`config.mk`:
```
export PLATFORM = sky130hd
export DESIGN_NAME = sram_async_ctl
export DESIGN_NICKNAME = d
export VERILOG_FILES = /design/src/rtl/sram_ctl_pkg.sv /design/src/rtl/sram_phase_timer.sv /design/src/rtl/sram_req_latch.sv /design/src/rtl/sram_async_ctl.sv
export SDC_FILE = /design/constraint.sdc
export NUM_CORES = 1
export LEC_CHECK = 0
export BUFFER_PORTS_ARGS = -buffer_cell sky130_fd_sc_hd__buf_4
export CAP_MARGIN = 20
export CORE_MARGIN = 2
export CORE_UTILIZATION = 35
export DETAILED_ROUTE_END_ITERATION = 7
export PLACE_DENSITY = 0.66
export SKIP_LAST_GASP = 1
export SYNTH_ARGS = -nofsm -noshare
export SYNTH_HDL_FRONTEND = slang
export SYNTH_SLANG_ARGS = --single-unit
```
`constraint.sdc`:
```
create_clock -name clk -period 2.75 [get_ports clk]
set_input_delay 0.4125 -clock clk [delete_from_list [all_inputs] [get_ports clk]]
set_output_delay 0.4125 -clock clk [all_outputs]
set_load 0.005 [all_outputs]
```
`src/rtl/sram_ctl_pkg.sv`:
```
// Shared types for the asynchronous SRAM cycle controller.
// Assumes nothing beyond IEEE 1800-2017 packages.
package sram_ctl_pkg;

    // Controller phases; writes walk SETUP/PULSE/HOLD, reads ACCESS/CAPTURE.
    typedef enum logic [2:0] {
        ST_IDLE    = 3'd0,
        ST_SETUP   = 3'd1,
        ST_PULSE   = 3'd2,
        ST_HOLD    = 3'd3,
        ST_ACCESS  = 3'd4,
        ST_CAPTURE = 3'd5
    } ctl_state_e;

    // Largest of four cycle counts, used to size the phase timer.
    function automatic int max4(int a, int b, int c, int d);
        int m;
        m = a;
        if (b > m) m = b;
        if (c > m) m = c;
        if (d > m) m = d;
        return m;
    endfunction

endpackage

```
`src/rtl/sram_phase_timer.sv`:
```
// Down-counter that measures how long the controller stays in one phase.
// A load sets the remaining cycles minus one; done is high in the last cycle.
// Assumes load is only raised on a phase change.
module sram_phase_timer #(
    parameter int CW = 2
) (
    input  logic          clk,
    input  logic          rst_n,
    input  logic          load,
    input  logic [CW-1:0] load_val,
    output logic [CW-1:0] cnt,
    output logic          done
);

    // Count down to zero and stop there until the next load.
    always_ff @(posedge clk) begin
        if (!rst_n)           cnt <= '0;
        else if (load)        cnt <= load_val;
        else if (cnt != '0)   cnt <= cnt - 1'b1;
    end

    assign done = (cnt == '0);

    // Without a load, a running count drops by exactly one per cycle (phase length, R4).
    p_timer_step_r4: assert property (@(posedge clk) disable iff (!rst_n)
        (!load && cnt != '0) |=> (cnt == $past(cnt) - 1'b1));

endmodule

```
`src/rtl/sram_req_latch.sv`:
```
// Holds the accepted request fields for the whole access and registers read data.
// Assumes accept is a single-cycle pulse from the controller in its idle state.
module sram_req_latch #(
    parameter int AW = 10,
    parameter int DW = 4
) (
    input  logic          clk,
    input  logic          rst_n,
    input  logic          accept,
    input  logic [AW-1:0] req_addr,
    input  logic [DW-1:0] req_wdata,
    input  logic          capture,
    input  logic [DW-1:0] sram_dout,
    output logic [AW-1:0] addr_q,
    output logic [DW-1:0] wdata_q,
    output logic          rsp_valid,
    output logic [DW-1:0] rsp_rdata
);

    // Latch address and write data on the accepting edge only.
    always_ff @(posedge clk) begin
        if (!rst_n) begin
            addr_q  <= '0;
            wdata_q <= '0;
        end else if (accept) begin
            addr_q  <= req_addr;
            wdata_q <= req_wdata;
        end
    end

    // Register RAM output in the capture phase and raise a one-cycle response.
    always_ff @(posedge clk) begin
        if (!rst_n) begin
            rsp_valid <= 1'b0;
            rsp_rdata <= '0;
        end else begin
            rsp_valid <= capture;
            if (capture) rsp_rdata <= sram_dout;
        end
    end

    // The response strobe never lasts longer than one cycle.
    p_rsp_single_r8: assert property (@(posedge clk) disable iff (!rst_n)
        rsp_valid |=> !rsp_valid);

    // Latched address is frozen whenever no request is taken.
    p_addr_frozen_r10: assert property (@(posedge clk) disable iff (!rst_n)
        !accept |=> $stable(addr_q));

endmodule

```
`src/rtl/sram_async_ctl.sv`:
```
// Cycle controller for an asynchronous separate-IO SRAM.
// Turns single-beat requests into timed select / write-enable / address / data
// waveforms. All margins are parameters in clock cycles.
// Assumes T_PW >= 1, 1 <= T_DSU <= T_PW, T_HOLD >= 1, T_ACC >= 1, T_ASU >= 0.
module sram_async_ctl
    import sram_ctl_pkg::*;
#(
    parameter int AW     = 10,
    parameter int DW     = 4,
    parameter int T_ASU  = 1,
    parameter int T_PW   = 2,
    parameter int T_DSU  = 1,
    parameter int T_HOLD = 1,
    parameter int T_ACC  = 3
) (
    input  logic          clk,
    input  logic          rst_n,
    input  logic          req_valid,
    output logic          req_ready,
    input  logic          req_write,
    input  logic [AW-1:0] req_addr,
    input  logic [DW-1:0] req_wdata,
    output logic          rsp_valid,
    output logic [DW-1:0] rsp_rdata,
    output logic          sram_cs_n,
    output logic          sram_we_n,
    output logic [AW-1:0] sram_addr,
    output logic [DW-1:0] sram_din,
    input  logic [DW-1:0] sram_dout
);

    localparam int MAXT = max4(T_ASU, T_PW, T_HOLD, T_ACC);
    localparam int CW   = $clog2(MAXT + 1);
    localparam logic [CW-1:0] LD_ASU  = CW'((T_ASU > 0) ? T_ASU - 1 : 0);
    localparam logic [CW-1:0] LD_PW   = CW'(T_PW - 1);
    localparam logic [CW-1:0] LD_HOLD = CW'(T_HOLD - 1);
    localparam logic [CW-1:0] LD_ACC  = CW'(T_ACC - 1);
    localparam logic [CW-1:0] DSU_LIM = CW'(T_DSU);

    ctl_state_e    state_q, state_d;
    logic          tmr_load;
    logic [CW-1:0] tmr_val;
    logic [CW-1:0] tmr_cnt;
    logic          tmr_done;
    logic          accept;
    logic          capture;
    logic          data_en;
    logic [AW-1:0] addr_q;
    logic [DW-1:0] wdata_q;

    assign accept  = req_valid && (state_q == ST_IDLE);
    assign capture = (state_q == ST_CAPTURE);

    // Next phase and timer reload for each phase change.
    always_comb begin
        state_d  = state_q;
        tmr_load = 1'b0;
        tmr_val  = '0;
        unique case (state_q)
            ST_IDLE: begin
                if (req_valid) begin
                    tmr_load = 1'b1;
                    if (!req_write) begin
                        state_d = ST_ACCESS;
                        tmr_val = LD_ACC;
                    end else if (T_ASU > 0) begin
                        state_d = ST_SETUP;
                        tmr_val = LD_ASU;
                    end else begin
                        state_d = ST_PULSE;
                        tmr_val = LD_PW;
                    end
                end
            end
            ST_SETUP: if (tmr_done) begin
                state_d  = ST_PULSE;
                tmr_load = 1'b1;
                tmr_val  = LD_PW;
            end
            ST_PULSE: if (tmr_done) begin
                state_d  = ST_HOLD;
                tmr_load = 1'b1;
                tmr_val  = LD_HOLD;
            end
            ST_HOLD:    if (tmr_done) state_d = ST_IDLE;
            ST_ACCESS:  if (tmr_done) state_d = ST_CAPTURE;
            ST_CAPTURE: state_d = ST_IDLE;
            default:    state_d = ST_IDLE;
        endcase
    end

    // Phase register.
    always_ff @(posedge clk) begin
        if (!rst_n) state_q <= ST_IDLE;
        else        state_q <= state_d;
    end

    sram_phase_timer #(.CW(CW)) u_timer (
        .clk      (clk),
        .rst_n    (rst_n),
        .load     (tmr_load),
        .load_val (tmr_val),
        .cnt      (tmr_cnt),
        .done     (tmr_done)
    );

    sram_req_latch #(.AW(AW), .DW(DW)) u_latch (
        .clk       (clk),
        .rst_n     (rst_n),
        .accept    (accept),
        .req_addr  (req_addr),
        .req_wdata (req_wdata),
        .capture   (capture),
        .sram_dout (sram_dout),
        .addr_q    (addr_q),
        .wdata_q   (wdata_q),
        .rsp_valid (rsp_valid),
        .rsp_rdata (rsp_rdata)
    );

    // Data window: last T_DSU pulse cycles plus the hold phase.
    assign data_en = ((state_q == ST_PULSE) && (tmr_cnt < DSU_LIM)) || (state_q == ST_HOLD);

    // Pin decode straight from the phase flops.
    assign req_ready = (state_q == ST_IDLE);
    assign sram_cs_n = (state_q == ST_IDLE);
    assign sram_we_n = (state_q != ST_PULSE);
    assign sram_addr = addr_q;
    assign sram_din  = data_en ? wdata_q : '0;

    // Write enable only ever falls inside a selected access.
    p_we_inside_cs_r3: assert property (@(posedge clk) disable iff (!rst_n)
        !sram_we_n |-> !sram_cs_n);

    // Selection precedes the falling write-enable edge when a setup is configured.
    if (T_ASU > 0) begin : g_setup_chk
        p_setup_before_fall_r3: assert property (@(posedge clk) disable iff (!rst_n)
            $fell(sram_we_n) |-> ($past(!sram_cs_n) && $stable(sram_addr)));
    end

    // Select and address survive the rising write-enable edge.
    p_hold_after_rise_r6: assert property (@(posedge clk) disable iff (!rst_n)
        $rose(sram_we_n) |-> (!sram_cs_n && $stable(sram_addr) && $stable(sram_din)));

    // Address never moves while the RAM stays selected.
    p_addr_steady_r7: assert property (@(posedge clk) disable iff (!rst_n)
        (!sram_cs_n && $past(!sram_cs_n)) |-> $stable(sram_addr));

    // An accepted request takes the port out of ready on the next cycle.
    p_busy_after_accept_r2: assert property (@(posedge clk) disable iff (!rst_n)
        (req_valid && req_ready) |=> !req_ready);

    // Data pins are quiet whenever the RAM is deselected.
    p_din_quiet_r5: assert property (@(posedge clk) disable iff (!rst_n)
        sram_cs_n |-> (sram_din == '0));

endmodule

```
==> impl_metrics.yaml, run 1 <==
detailed_routing:
  firstDrtPassIters: 6
  wl_per_cell_um: 12.01
  num_vias: 1003
  drc: 0
  wl_um: 2414
  antenna_left: 0
  first_iter_violations: 33
  vias_per_cell: 4.990
placed_design:
  placed_area_um2: 1389
  place_inst: 197
  port_buffers: 43
  place.gp.congestion: 0.7851
  dpl.hpwl_um: 1740
finish:
  nets: 193
  layout-drive-gt1-share_pct: 29.76
  instances_no_fill: 201
  mostFrequentLayoutCell: "buf_4"
  num_antenna_cells: 0
  area_delta_synth_final_pct: 32.91
  design_area_um2: 1425
  final_cell_mix: "buf_4 (44), nand2_1 (31), dfxtp_1 (24), a21oi_1 (15), nor2_1 (8)"
  filler_cell_count: 301
critical_path:
  worstReg2RegStart: "state_q[1]"
  slowest_delay_ns: 0.62
  worstSetupEndpointType: "primary output"
  start_kind: "register"
  critPathRequiredTime_ns: 2.34
  startpoint: "state_q[0]"
  rrSetupSlack_ns: 1.02
  path_cells: "nor2_1 -> nor3b_1 -> and2_1 -> buf_4"
  cp_max_fo: 14
  arrival_ns: 1.78
  crit_slowest_cell: "dfxtp_1"
  critPathKind: "reg -> out"
  r2r_end: "u_timer.cnt[1]"
  r2r_cells: 3
outcome:
  status: "completed"
hold_path:
  worstHoldPathType: "in -> reg"
  min_to: "u_latch.rsp_rdata[2]"
  hp-start: "sram_dout[2]"
  hold_depth: 3
die:
  die_area_um2: 3522
  die_x_um: 59.35
  coreArea_um2: 2978
  initial_utilization_pct: 36.01
  fp.dieH_um: 59.35
  ios: 44
  num_rows: 20
synth:
  yosys_register_bits: 24
  synth-simple-area-share_pct: 26.37
  synth_top_family_by_area: "simple AND/OR/NAND/NOR gates"
  synth_ff_type: "dfxtp_1"
  synth-xor-area-share_pct: 0.8168
  avgSynthCellArea_um2: 8.248
  synth_nets: 154
  synth_warnings: 0
  synth_cell_types: 28
  netlist_area_um2: 1072
  synth_adder_area_share_pct: 2.334
  synth.top_cell.area_share_pct: 44.81
  ys_seq_area_share_pct: 44.81
  synth_edf_count: 0
  synthMuxAreaShare_pct: 5.718
  synth_compound_area_share_pct: 12.72
  yosysTopAreaCell: "dfxtp_1"
  synthArstFlopShare_pct: 0
  syn_inst: 130
  yosys-top-cells-area: "dfxtp_1 (45%), nand2_1 (11%), a21oi_1 (7.0%), mux2i_1 (4.7%), a211oi_1 (2.8%)"
timing:
  maxSlewViolCount: 0
  finClkSkew_ns: 0.003073
  holdWs_ns: 0.3329
  fin_crit_sh_pct: 79.69
  rsz0062_at_grt: "false"
  fin_crit_ns: 2.191
  hold_viol_final: 0
  tightest_slew_ns: 0.6340
  finalSetupTns_ns: 0
  max_freq_mhz: 456.3
  setup_viol: 0
  max_slew_margin_pct: 57.69
global_routing:
  grt_pass1_vias: 928
  grt_pass1_wl_um: 3946
  grt-ovfl-total: 0
  antenna_found_initial: 0
  grt_util_all_layers_pct: 14.66
  grt_max_degree: 22
clock_network:
  cts_setup_buffers: 0
  htreeDepth: 1
  clk_pin_slew_worst_paths_ns: 0.12
  cts.path.max_buffers: 2
  cts-root-buf: "clkbuf_4"
  clock_latency_ns: 0.30
  tritoncts: "built"
  cts.repair.resized: 0
  cts.sinks: 24
  hold_buffers: 0
  numCtsBuffers: 3
pwr:
  vdd_drop_max_mv: 0.4234
  leakage_uw: 0.0006516
  power_density_nw_per_um2: 753.9
job:
  maxCapViolations: 0
stage by stage:
| step | power (uW) | setup slack (ns) | utilization, % |
|---|---|---|---|
| 3_3_place_gp | 882.7 | 1.067 | 46.64 |
| 2_1_floorplan | 766.4 | 1.266 | - |
| 4_1_cts | 1092 | 0.5801 | 47.86 |
| 3_5_place_dp | 899.5 | 1.002 | 46.64 |
| 5_1_grt | 1166 | 0.4555 | 47.86 |
| 6_report | 1074 | 0.5586 | 47.86 |
per-layer routing:
layer  global-route usage [%]  routed length (um)  vias up
met4                    4.545                  35        0
li1                         -                   -      508
met3                    4.585                 148        4
met1                    17.37                1013      457
met5                        0                   0        -
met2                    25.12                1217       34
kinds of logic (layout without fill, tap and decap cells):
kind of cell | count (synthesis) | after routing
AND/OR/NAND/NOR | 58 | 58
flip-flops | 24 | 24
AO/OA/AOI/OAI | 23 | 23
buffers and inverters | 16 | 54
multiplexers | 6 | 6
adder cells (fa/ha/maj) | 2 | 2
XOR/XNOR | 1 | 1
critical path, delay by kind of cell (launching register included):
| kind | cells | cell delay, ns |
|---|---|---|
| simple gates | 3 | 0.75 |
| buf+inv | 1 | 0.11 |
| flops | 1 | 0.62 |
sequential cells by signal, indices dropped and copies added, names as in the netlist:
signal             cells
u_timer.cnt            2
state_q                3
u_latch.rsp_valid      1
u_latch.addr_q        10
u_latch.rsp_rdata      4
u_latch.wdata_q        4
synthesized netlist by cell type, types with 2 or more instances:
cell,n
a211oi_1,4
a21oi_1,15
and2_1,4
buf_2,5
clkbuf_1,3
dfxtp_1,24
ha_1,2
inv_1,6
mux2i_1,5
nand2_1,31
nand3b_1,3
nor2_1,8
nor3_1,5
cell type report:
type                            instances  area (um^2)  share of cell area (%)
Multi-Input combinational cell         90        514.2                   36.08
Sequential cell                        24        480.5                   33.71
Timing Repair Buffer                   44        330.3                   23.18
Tap cell                               33        41.29                   2.897
Clock buffer                            4        36.28                   2.546
Inverter                                6        22.52                   1.580
worst max path at each step:
| stage | to | slack (ns) | cells past startpoint |
|---|---|---|---|
| 3_3_place_gp | sram_din[0] | 1.07 | 3 |
| 2_1_floorplan | u_timer.cnt[1] | 1.27 | 6 |
| 5_1_grt | sram_din[2] | 0.46 | 3 |
| 3_5_place_dp | sram_din[0] | 1.00 | 4 |
| 4_1_cts | sram_din[0] | 0.58 | 4 |
| 6_report | sram_din[0] | 0.56 | 4 |
where the power goes:
part	total [uW]	leakage, uW	internal [uW]	switching [uW]
Clock	178	0.0000210	80.7	96.8
Combinational	415	0.000434	207	207
Sequential	482	0.000196	409	72.7
No activity file was read; power rests on OpenSTA's default activity.
==> run 2: changes to the inputs <==
==> constraint.sdc (replaced) <==
create_clock -name clk -period 2.2 [get_ports clk]
set_input_delay 0.33 -clock clk [delete_from_list [all_inputs] [get_ports clk]]
set_output_delay 0.33 -clock clk [all_outputs]
set_load 0.005 [all_outputs]
==> impl_metrics.yaml, run 2 (same netlist as run 1, synthesis figures left out) <==
finish:
  reg_top3: "u_latch.addr_q: 10 flops, u_latch.rsp_rdata: 4 flops, u_latch.wdata_q: 4 flops"
  largest_reg_flops: 10
  nets: 193
  layout-drive-gt1-share_pct: 30.95
  finalCoreUtilization_pct: 47.94
  final_cell_mix: "buf_4 (44), nand2_1 (31), dfxtp_1 (22), a21oi_1 (15), nor2_1 (8)"
  mostFrequentLayoutCell: "buf_4"
  area_delta_synth_final_pct: 33.14
  top_register: "u_latch.addr_q"
  num_antenna_cells: 0
clock_network:
  htreeDepth: 1
  numCtsBuffers: 3
  clock_latency_ns: 0.31
  tritoncts: "built"
  cts.path.max_buffers: 2
  hold_buffers: 0
  cts-root-buf: "clkbuf_4"
  cts.sinks: 24
  clk_pin_slew_worst_paths_ns: 0.13
detailed_routing:
  num_vias: 1000
  first_iter_violations: 6
  wl_per_cell_um: 11.73
  wl_um: 2357
  drc: 0
  firstDrtPassIters: 4
  antenna_left: 0
  vias_per_cell: 4.975
critical_path:
  crit_family: "simple AND/OR/NAND/NOR gates"
  arrival_ns: 1.61
  start_kind: "register"
  slowest_delay_ns: 0.36
  critPathRequiredTime_ns: 1.87
  cp_max_fo: 4
  critPathKind: "reg -> out"
  worstSetupEndpointType: "primary output"
  crit_slowest_cell: "dfxtp_1"
  cp.buffers_inverters: 2
  path_cells: "inv_1 -> ha_1 -> nor2_1 -> nor3b_1 -> and2_1 -> buf_4"
global_routing:
  grt_pass1_wl_um: 3946
  grt_util_all_layers_pct: 14.73
  grt-ovfl-total: 0
  grt_pass1_vias: 921
  grt_max_degree: 22
  antenna_found_initial: 0
pwr:
  leakage_uw: 0.0006524
  vdd_drop_max_mv: 0.3820
  power_density_nw_per_um2: 942.9
timing:
  hold_viol_final: 0
  fin_crit_ns: 1.941
  max_freq_mhz: 515.2
  maxSlewViolCount: 0
  max_slew_margin_pct: 57.69
  setup_viol: 0
  finClkSkew_ns: 0.004078
  rsz0062_at_grt: "false"
  tightest_slew_ns: 0.6339
  finalSetupTns_ns: 0
  fin_crit_sh_pct: 88.22
placed_design:
  place.gp.congestion: 0.8392
  dpl.hpwl_um: 1701
  port_buffers: 43
die:
  fp.dieH_um: 59.35
  die_x_um: 59.35
  initial_utilization_pct: 36.01
  coreArea_um2: 2978
  die_area_um2: 3522
  ios: 44
  num_rows: 20
hold_path:
  worstHoldPathType: "in -> reg"
outcome:
  status: "completed"
job:
  maxCapViolations: 0
==> run 2: worst paths after layout <==
kind                                   startpoint              endpoint  slack (ns)  depth (start not counted)
worst min-delay path                 sram_dout[2]  u_latch.rsp_rdata[2]        0.24                          3
worst max-delay path               u_timer.cnt[0]           sram_din[1]        0.26                          6
worst max register to register         state_q[2]        u_timer.cnt[1]        0.47                          3
worst min register to register  u_latch.addr_q[0]     u_latch.addr_q[0]        0.47                          2
==> run 2: per-layer routing <==
| layer | wire length (um) | global-route usage (%) | share of wire (%) | vias up |
|---|---|---|---|---|
| met5 | 0 | 0 | 0 | - |
| met4 | 42 | 8.117 | 1.8 | 0 |
| met3 | 124 | 2.620 | 5.3 | 4 |
| met2 | 1161 | 24.02 | 49 | 30 |
| met1 | 1029 | 18.24 | 44 | 456 |
| li1 | - | - | - | 510 |
==> run 2: layout make-up <==
cell class                      instances  area (um^2)
Fill cell                             301         1550
Clock buffer                            4        36.28
Sequential cell                        24        483.0
Multi-Input combinational cell         90        514.2
Tap cell                               33        41.29
Timing Repair Buffer                   44        330.3
Inverter                                6        22.52
==> run 2: power by group <==
group / total, uW / switching (uW) / internal, uW
clock network: 234 / 133 / 101
registers: 608 / 92.8 / 515
logic: 504 / 247 / 257
total: 1350 / 473 / 873
==> run 2: worst min-delay path: cells and delay by family <==
kind	cells	cell delay (ns)
buffers and inverters	1	0.07
and+or+nand+nor	1	0.07
muxes	1	0.05
==> run 2: per-stage QoR <==
step / instances / total power (uW) / area, um^2 / hold WS [ns] / setup WS [ns]
2_1_floorplan: 130 / 958.0 / 1072 / 0.4317 / 0.7164
6_report: 201 / 1346 / 1428 / 0.2356 / 0.2591
3_3_place_gp: 197 / 1105 / 1389 / 0.4434 / 0.5482
5_1_grt: 201 / 1460 / 1428 / 0.2239 / 0.02870
3_5_place_dp: 197 / 1123 / 1389 / 0.4539 / 0.5007
4_1_cts: 201 / 1357 / 1425 / 0.2350 / 0.1908
==> run 2: repair_timing <==
action                     in CTS  in global routing
buffers inserted                0                  0
resized for setup               0                  2
setup endpoints to repair       0                  4
==> run 3: changes to the inputs <==
--- a/config.mk
+++ b/config.mk
@@ -7,10 +7,12 @@
 export LEC_CHECK = 0
 export BUFFER_PORTS_ARGS = -buffer_cell sky130_fd_sc_hd__buf_4
 export CAP_MARGIN = 20
+export CELL_PAD_IN_SITES_DETAIL_PLACEMENT = 1
+export CELL_PAD_IN_SITES_GLOBAL_PLACEMENT = 2
 export CORE_MARGIN = 2
-export CORE_UTILIZATION = 35
+export CORE_UTILIZATION = 25
 export DETAILED_ROUTE_END_ITERATION = 7
-export PLACE_DENSITY = 0.66
+export PLACE_DENSITY = 0.81
 export SKIP_LAST_GASP = 1
 export SYNTH_ARGS = -nofsm -noshare
 export SYNTH_HDL_FRONTEND = slang
==> impl_metrics.yaml, run 3 (same netlist as run 1, synthesis figures left out) <==
placed_design:
  port_buffers: 43
  place_inst: 214
  dpl.hpwl_um: 2240
  place.gp.congestion: 0.7513
die:
  initial_utilization_pct: 26.43
  fp.dieH_um: 69.49
  die_area_um2: 4829
  coreArea_um2: 4058
  die_x_um: 69.49
  num_rows: 23
  ios: 44
critical_path:
  cp.buffers_inverters: 1
  slowest_delay_ns: 0.66
  path_depth: 3
  worstSetupEndpointType: "primary output"
  crit_family: "flip-flops"
  path_cells: "nor3b_1 -> and2_1 -> buf_4"
  critPathRequiredTime_ns: 1.87
  critPathKind: "reg -> out"
  arrival_ns: 1.66
  cp_max_fo: 16
  start_kind: "register"
  crit_slowest_cell: "dfxtp_1"
  r2r_cells: 3
finish:
  filler_cell_count: 500
  num_antenna_cells: 0
  area_delta_synth_final_pct: 36.64
  nets: 193
  mostFrequentLayoutCell: "buf_4"
  instances_no_fill: 218
  largest_reg_flops: 10
  top_register: "u_latch.addr_q"
  seqCellArea_um2: 480.5
  multi_input_area_um2: 514.2
  reg_top3: "u_latch.addr_q: 10 flops, u_latch.rsp_rdata: 4 flops, u_latch.wdata_q: 4 flops"
  final_cell_mix: "buf_4 (44), nand2_1 (31), dfxtp_1 (24), a21oi_1 (15), nor2_1 (8)"
  layout-drive-gt1-share_pct: 29.76
timing:
  finalSetupTns_ns: 0
  fin_crit_sh_pct: 90.41
  max_slew_margin_pct: 55.19
  maxSlewViolCount: 0
  max_freq_mhz: 502.8
  rsz0062_at_grt: "false"
  setup_viol: 0
  finClkSkew_ns: 0.01030
  hold_viol_final: 0
  tightest_slew_ns: 0.6714
  fin_crit_ns: 1.989
clock_network:
  numCtsBuffers: 3
  htreeDepth: 1
  tritoncts: "built"
  cts.sinks: 24
  cts_setup_buffers: 0
  clock_latency_ns: 0.27
  hold_buffers: 0
  clk_pin_slew_worst_paths_ns: 0.09
  cts.path.max_buffers: 2
  cts.repair.resized: 0
  cts-root-buf: "clkbuf_8"
global_routing:
  grt_pass1_vias: 1091
  antenna_found_initial: 0
  grt-ovfl-total: 0
  grt_max_degree: 22
  grt_util_all_layers_pct: 12.86
  grt_pass1_wl_um: 5043
detailed_routing:
  vias_per_cell: 4.716
  firstDrtPassIters: 4
  wl_um: 2939
  drc: 0
  wl_per_cell_um: 13.48
  num_vias: 1028
  antenna_left: 0
  first_iter_violations: 24
pwr:
  leakage_uw: 0.0006593
  vdd_drop_max_mv: 0.3251
  power_density_nw_per_um2: 977.9
hold_path:
  worstHoldPathType: "in -> reg"
  hold_depth: 3
outcome:
  status: "completed"
job:
  maxCapViolations: 0
==> run 3: area by class of cell <==
cell class	count	share of cell area, %
clock buffer	4	3.757
sequential	24	32.79
inverter	6	1.537
multi-input combinational	90	35.10
tap	50	4.270
timing repair buffer	44	22.54
==> run 3: worst paths after layout <==
path                                            to          startpoint  slack, ns
worst max-delay path                   sram_din[2]          state_q[1]       0.21
worst min-delay path             u_latch.addr_q[0]         req_addr[0]       0.30
worst max register to register      u_timer.cnt[1]          state_q[1]       0.47
worst min register to register  u_latch.wdata_q[2]  u_latch.wdata_q[2]       0.46
==> run 3: worst register-to-register path: stages (launching register included) <==
cell     delay [ns]
dfxtp_1        0.48
or4b_1         0.85
nor2_1         0.18
o221a_1        0.18
==> run 3: per-layer routing <==
layer  routed length (um)  GRT usage (%)
met2                 1550          24.36
met1                 1230          14.04
met3                  147          3.779
met5                    0              0
met4                   11          2.614
==> run 3: through the flow <==
stage / worst slack (ns) / hold slack, ns / instance area [um^2] / utilization, % / power (uW)
5_1_grt: 0.02851 / 0.2921 / 1465 / 36.11 / 1551
4_1_cts: 0.1427 / 0.2941 / 1465 / 36.11 / 1460
3_5_place_dp: 0.4538 / 0.4473 / 1410 / 34.75 / 1151
3_3_place_gp: 0.5443 / 0.4439 / 1410 / 34.75 / 1116
2_1_floorplan: 0.7164 / 0.4317 / 1072 / - / 958.0
6_report: 0.2110 / 0.3019 / 1465 / 36.11 / 1433
==> run 3: power by group <==
part / total [uW] / internal, uW / switching, uW
sequential: 606 / 512 / 93.6
clock: 301 / 160 / 141
combinational: 526 / 260 / 266
total: 1430 / 932 / 501
